$ cat config.mk
export PLATFORM = sky130hd
export DESIGN_NAME = dvfm_volt_ctl
export DESIGN_NICKNAME = d
export VERILOG_FILES = /design/src/rtl/dvfm_ctl_pkg.sv /design/src/rtl/dvfm_tap_capture.sv /design/src/rtl/dvfm_slack_eval.sv /design/src/rtl/dvfm_step_fsm.sv /design/src/rtl/dvfm_volt_ctl.sv
export SDC_FILE = /design/constraint.sdc
export NUM_CORES = 1
export LEC_CHECK = 0
export ABC_AREA = 1
export BUFFER_PORTS_ARGS = -buffer_cell sky130_fd_sc_hd__buf_2
export CAP_MARGIN = 20
export CORE_ASPECT_RATIO = 1.5
export CORE_MARGIN = 2
export CORE_UTILIZATION = 45
export DETAILED_ROUTE_END_ITERATION = 6
export HOLD_SLACK_MARGIN = 0.15
export PLACE_DENSITY = 0.65
export SETUP_SLACK_MARGIN = 0.4
export SLEW_MARGIN = 20
export SYNTH_ARGS = -nofsm -noshare
export SYNTH_HDL_FRONTEND = slang
export SYNTH_SLANG_ARGS = --single-unit
$ cat constraint.sdc
create_clock -name clk -period 2 [get_ports clk]
set_clock_uncertainty 0.2 [all_clocks]
set_input_delay 0.1 -clock clk [delete_from_list [all_inputs] [get_ports clk]]
set_output_delay 0.1 -clock clk [all_outputs]
set_load 0.02 [all_outputs]
$ cat src/rtl/dvfm_ctl_pkg.sv
package dvfm_ctl_pkg;
  typedef enum logic [1:0] {
    ST_EVAL,
    ST_SETTLE,
    ST_SLEEP,
    ST_WAKE
  } ctl_state_e;

  typedef enum logic [1:0] {
    STEP_HOLD,
    STEP_UP,
    STEP_DOWN
  } step_e;
endpackage

$ cat src/rtl/dvfm_tap_capture.sv
module dvfm_tap_capture #(
  parameter int NTAPS = 12
) (
  input  logic             clk,
  input  logic             rst_n,
  input  logic [NTAPS-1:0] tap_in,
  output logic [NTAPS-1:0] cap_q
);
  // one sampling flop per delay stage
  for (genvar i = 0; i < NTAPS; i++) begin : g_stage
    always_ff @(posedge clk or negedge rst_n) begin
      if (!rst_n) cap_q[i] <= 1'b0;
      else        cap_q[i] <= tap_in[i];
    end
  end
endmodule

$ cat src/rtl/dvfm_slack_eval.sv
module dvfm_slack_eval
  import dvfm_ctl_pkg::*;
#(
  parameter int MARGIN_TAP = 9,
  parameter int SPARE_TAP  = 11
) (
  input  logic [SPARE_TAP:0] cap,
  output step_e              step
);
  // reach[i]: stages 0..i all captured, so a bubble counts as not reached
  logic [SPARE_TAP:0] reach;

  assign reach[0] = cap[0];
  for (genvar i = 1; i <= SPARE_TAP; i++) begin : g_reach
    assign reach[i] = reach[i-1] & cap[i];
  end

  always_comb begin
    if (!reach[MARGIN_TAP])    step = STEP_UP;
    else if (reach[SPARE_TAP]) step = STEP_DOWN;
    else                       step = STEP_HOLD;
  end
endmodule

$ cat src/rtl/dvfm_step_fsm.sv
module dvfm_step_fsm
  import dvfm_ctl_pkg::*;
#(
  parameter int VW       = 6,
  parameter int SW       = 8,
  parameter int CODE_MIN = 3,
  parameter int CODE_MAX = 63
) (
  input  logic          clk,
  input  logic          rst_n,
  input  step_e         step,
  input  logic          standby_req,
  input  logic [SW-1:0] settle_cycles,
  output logic [VW-1:0] code_q,
  output ctl_state_e    state_q
);
  localparam logic [VW-1:0] LO_C  = VW'(CODE_MIN);
  localparam logic [VW-1:0] HI_C  = VW'(CODE_MAX);
  localparam logic [SW-1:0] ONE_C = SW'(1);

  logic [SW-1:0] cnt_q, cnt_d;
  logic [VW-1:0] code_d, stepped;
  ctl_state_e    state_d;

  always_comb begin
    stepped = code_q;
    case (step)
      STEP_UP:   if (code_q < HI_C) stepped = code_q + 1'b1;
      STEP_DOWN: if (code_q > LO_C) stepped = code_q - 1'b1;
      default:   stepped = code_q;
    endcase
  end

  always_comb begin
    state_d = state_q;
    code_d  = code_q;
    cnt_d   = cnt_q;
    case (state_q)
      ST_EVAL: begin
        if (standby_req) begin
          state_d = ST_SLEEP;
        end else if (stepped != code_q) begin
          code_d  = stepped;
          cnt_d   = settle_cycles;
          state_d = ST_SETTLE;
        end
      end
      ST_SETTLE, ST_WAKE: begin
        if (standby_req)         state_d = ST_SLEEP;
        else if (cnt_q <= ONE_C) state_d = ST_EVAL;
        else                     cnt_d   = cnt_q - 1'b1;
      end
      ST_SLEEP: begin
        if (!standby_req) begin
          state_d = ST_WAKE;
          cnt_d   = settle_cycles;
        end
      end
      default: state_d = ST_EVAL;
    endcase
  end

  always_ff @(posedge clk or negedge rst_n) begin
    if (!rst_n) begin
      state_q <= ST_EVAL;
      code_q  <= HI_C;
      cnt_q   <= '0;
    end else begin
      state_q <= state_d;
      code_q  <= code_d;
      cnt_q   <= cnt_d;
    end
  end
endmodule

$ cat src/rtl/dvfm_volt_ctl.sv
module dvfm_volt_ctl
  import dvfm_ctl_pkg::*;
#(
  parameter int MARGIN_TAP = 9,
  parameter int SPARE_GAP  = 2,
  parameter int VW         = 6,
  parameter int SW         = 8,
  parameter int CODE_MIN   = 3,
  parameter int CODE_MAX   = 63,
  parameter int RET_CODE   = 0,
  parameter int BIAS_BELOW = 16,
  localparam int SPARE_TAP = MARGIN_TAP + SPARE_GAP,
  localparam int NTAPS     = SPARE_TAP + 1
) (
  input  logic             clk,
  input  logic             rst_n,
  input  logic [NTAPS-1:0] tap_in,
  input  logic             standby_req,
  input  logic [SW-1:0]    settle_cycles,
  output logic [VW-1:0]    vcode_o,
  output logic             bias_en,
  output logic             dec_sleep
);
  logic [NTAPS-1:0] cap_q;
  step_e            step;
  logic [VW-1:0]    code_q;
  ctl_state_e       state_q;

  dvfm_tap_capture #(.NTAPS(NTAPS)) u_cap (
    .clk    (clk),
    .rst_n  (rst_n),
    .tap_in (tap_in),
    .cap_q  (cap_q)
  );

  dvfm_slack_eval #(.MARGIN_TAP(MARGIN_TAP), .SPARE_TAP(SPARE_TAP)) u_eval (
    .cap  (cap_q),
    .step (step)
  );

  dvfm_step_fsm #(
    .VW(VW), .SW(SW), .CODE_MIN(CODE_MIN), .CODE_MAX(CODE_MAX)
  ) u_fsm (
    .clk           (clk),
    .rst_n         (rst_n),
    .step          (step),
    .standby_req   (standby_req),
    .settle_cycles (settle_cycles),
    .code_q        (code_q),
    .state_q       (state_q)
  );

  assign vcode_o   = (state_q == ST_SLEEP) ? VW'(RET_CODE) : code_q;
  assign dec_sleep = (state_q == ST_SLEEP) || (state_q == ST_WAKE);
  assign bias_en   = (vcode_o < VW'(BIAS_BELOW));
endmodule

==> impl_metrics.py <==
metrics = {
    "status": {
        "status": "complete, no violations",
    },
    "yosys": {
        "yosys.area_share.simple": 0.376,
        "synth_edf_count": 0,
        "synthAdderAreaFrac": 0.0284,
        "async_flop_share": 1.00,
        "synth-compound-area-share": 0.0989,
        "synth_top_cell_by_area": "dfrtp_1",
        "synth-seq-area-share": 0.403,
        "synth_top_area_frac": 0.313,
        "ys_seq_elements": 28,
        "syn-cell-area_sq_um": 1760,
        "synthTopCellsByArea": "dfrtp_1, nand2_1, dfstp_2",
        "synth_xor_area_frac": 0.0299,
        "synthMuxAreaShare": 0,
        "synth_top_family_by_area": "simple AND/OR/NAND/NOR gates",
        "synth_cells": 232,
        "synth_warnings": 0,
        "syn-num-nets": 259,
        "synth-main-ff-cell": "dfrtp_1",
        "ys_types": 28,
        "syn_area_per_cell_sq_um": 7.58,
    },
    "sta": {
        "maxSlewViolCount": 0,
        "fin_crit_sh": 0.990,
        "period_minus_slack_ps": 1980,
        "fmax_mhz": 505,
        "setup_slack_ps": 19.8,
        "finalSetupViolCount": 0,
        "grt_setup_unrepaired": "true",
        "setup_tns_ps": 0,
        "worst_pin_slew_ps": 595,
        "relSlewSlack": 0.603,
        "hold_viol": 0,
    },
    "setup_path": {
        "worstSetupPathType": "register to register",
        "cp_max_fo": 6,
        "reg2reg_from": "u_fsm.code_q[0]",
        "crit_arrival_ps": 1950,
        "setup.worst_path.end_class": "register",
        "reg2reg_slack_ps": 20,
        "required_ps": 1970,
        "cp-start-kind": "register",
        "reg2reg_depth": 12,
        "r2r-end": "u_fsm.cnt_q[5]",
    },
    "global_routing": {
        "busiest_layer": "met2",
        "grtUsageMet1": 0.219,
        "grt_pass1_wl_um": 6800,
        "grt_use_met2": 0.405,
        "met3_usage": 0.0186,
        "track_usage": 0.213,
        "antenna_found_initial": 0,
        "grt_pass1_vias": 1630,
        "grt_max_degree": 29,
        "overflow": 0,
    },
    "layout": {
        "final_layout_size_suffix_gt1_frac": 0.359,
        "final_cell_mix": "nand2_1, nand3_1, buf_2",
        "mostFrequentLayoutCell": "nand2_1",
        "utilization": 0.699,
        "syn_to_final_growth_pct": 47.7,
        "nets": 340,
        "fin_area_sq_um": 2600,
        "num_antenna_cells": 0,
    },
    "pwr": {
        "leakage_nw": 1.27,
        "peakVddDrop_uv": 666,
        "finalPower_mw": 3.10,
        "power-per-cell-area_nw_per_um2": 1190,
    },
    "route": {
        "post_drt_wl_per_cell_um": 12.0,
        "drtIter0Drc": 44,
        "via_count": 1769,
        "ant_nets": 0,
        "totalWireLength_um": 4280,
        "firstDrtPassIters": 4,
        "drc": 0,
        "routed_via_density": 4.98,
    },
    "floorplan": {
        "die_w_um": 55.1,
        "core_area_sq_um": 3720,
        "die_y_um": 80.6,
        "start_util": 0.473,
        "io_pins": 31,
        "dieArea_sq_um": 4440,
        "std_cell_rows": 27,
    },
    "clock_network": {
        "cts_buffer_depth": 2,
        "clkSinkCount": 28,
        "clkSlewWorstSetupHoldPaths_ps": 90,
        "clock_latency_ps": 270,
        "cts-root-buf": "clkbuf_8",
        "h-tree-depth": 1,
        "cts_buffers": 3,
        "tritoncts": "yes",
    },
    "placed_design": {
        "portBuffers": 30,
        "placed_cell_area_sq_um": 2050,
        "gp_congestion": 0.838,
        "pre_cts_ws_ps": 21.5,
        "hpwl_um": 3040,
    },
    "job": {
        "max_cap_violations": 0,
    },
    "hold_path": {
        "hold_class": "primary input to async pin",
    },
}
## synth_stat cells, types with 2 or more instances
master,count
nand4_1,4
or2_2,2
xnor2_1,2
dfrtp_1,22
nand2_2,5
nor3_1,5
o21ai_2,4
buf_4,2
nor2_1,22
nand3_1,26
nand2_4,3
nor2_2,3
clkbuf_1,3
a31oi_1,2
inv_1,19
xor2_1,4
nand3_2,2
nand3_4,2
dfstp_2,6
a21oi_1,5
ha_1,4
o21ai_0,17
nand2_1,63
## cell families (layout without fill, tap and decap cells)
family	after synthesis	after routing
AO/OA/AOI/OAI	30	30
XOR/XNOR	6	6
adder cells (fa/ha/maj)	4	4
buffers and inverters	26	104
flip-flops	28	28
AND/OR/NAND/NOR	138	140
## how the worst max path moves through the flow
| stage | from | end | slack (ps) | depth (start not counted) |
|---|---|---|---|---|
| after global routing | u_fsm.code_q[0] | u_fsm.code_q[4] | -100 | 12 |
| after CTS | u_fsm.code_q[0] | u_fsm.code_q[2] | 30 | 12 |
| final | u_fsm.code_q[0] | u_fsm.cnt_q[5] | 20 | 12 |
| after global placement | u_fsm.code_q[1] | u_fsm.cnt_q[5] | 70 | 12 |
| after detailed placement | u_fsm.code_q[1] | u_fsm.cnt_q[4] | 20 | 12 |
| after floorplan | u_fsm.code_q[0] | u_fsm.cnt_q[0] | 80 | 12 |
## through the flow
stage,instances,hold WS [ps]
2_1_floorplan,232,-396
3_3_place_gp,313,-65.6
3_5_place_dp,313,-57.7
4_1_cts,354,172
5_1_grt,355,215
6_report,355,158
## layer usage
| layer | wire length [um] | part of all wire |
|---|---|---|
| met1 | 1630 | 0.38 |
| met4 | 92 | 0.022 |
| met5 | 0 | 0 |
| met3 | 112 | 0.026 |
| met2 | 2440 | 0.57 |
## area by class of cell
type	count	area [sq um]
clock inverters	1	30.0
inverters	20	90.1
repair buffers	80	647
clock buffers	3	41.3
flip-flops and latches	28	709
well taps	43	53.8
multi-input cells	180	1030
fillers	303	1120
## worst max-delay path, cell delays in order (launching register included)
cell and delay, ps:
dfstp_2 590, ha_4 160, nand2_4 60, nor2_4 110
nand2_2 60, nand2_1 80, nand3_2 80, nand2_2 100
nand3_4 100, nand3_4 130, nand2_4 90, nand2_2 80
nand2_2 50
## sequential cells by signal (all words and copies together), names as in the netlist
signal / cells
u_fsm.cnt_q: 8
u_fsm.code_q: 6
u_cap.cap_q: 12
u_fsm.state_q: 2
## timing repair
item,in CTS,in global routing
gates cloned,2,0
endpoints found under the setup margin,23,23
pin swaps,6,4
endpoints found under the hold margin,56,0
hold buffers,22,0
resized for setup,23,25
setup buffers,13,1
## where the power goes
part	leakage, nW	internal (mW)	switching (mW)
sequential	0.324	0.742	0.160
clock	0.0357	0.268	0.170
combinational	0.909	0.770	0.990
Note: power is estimated with default switching activity, not from simulation.
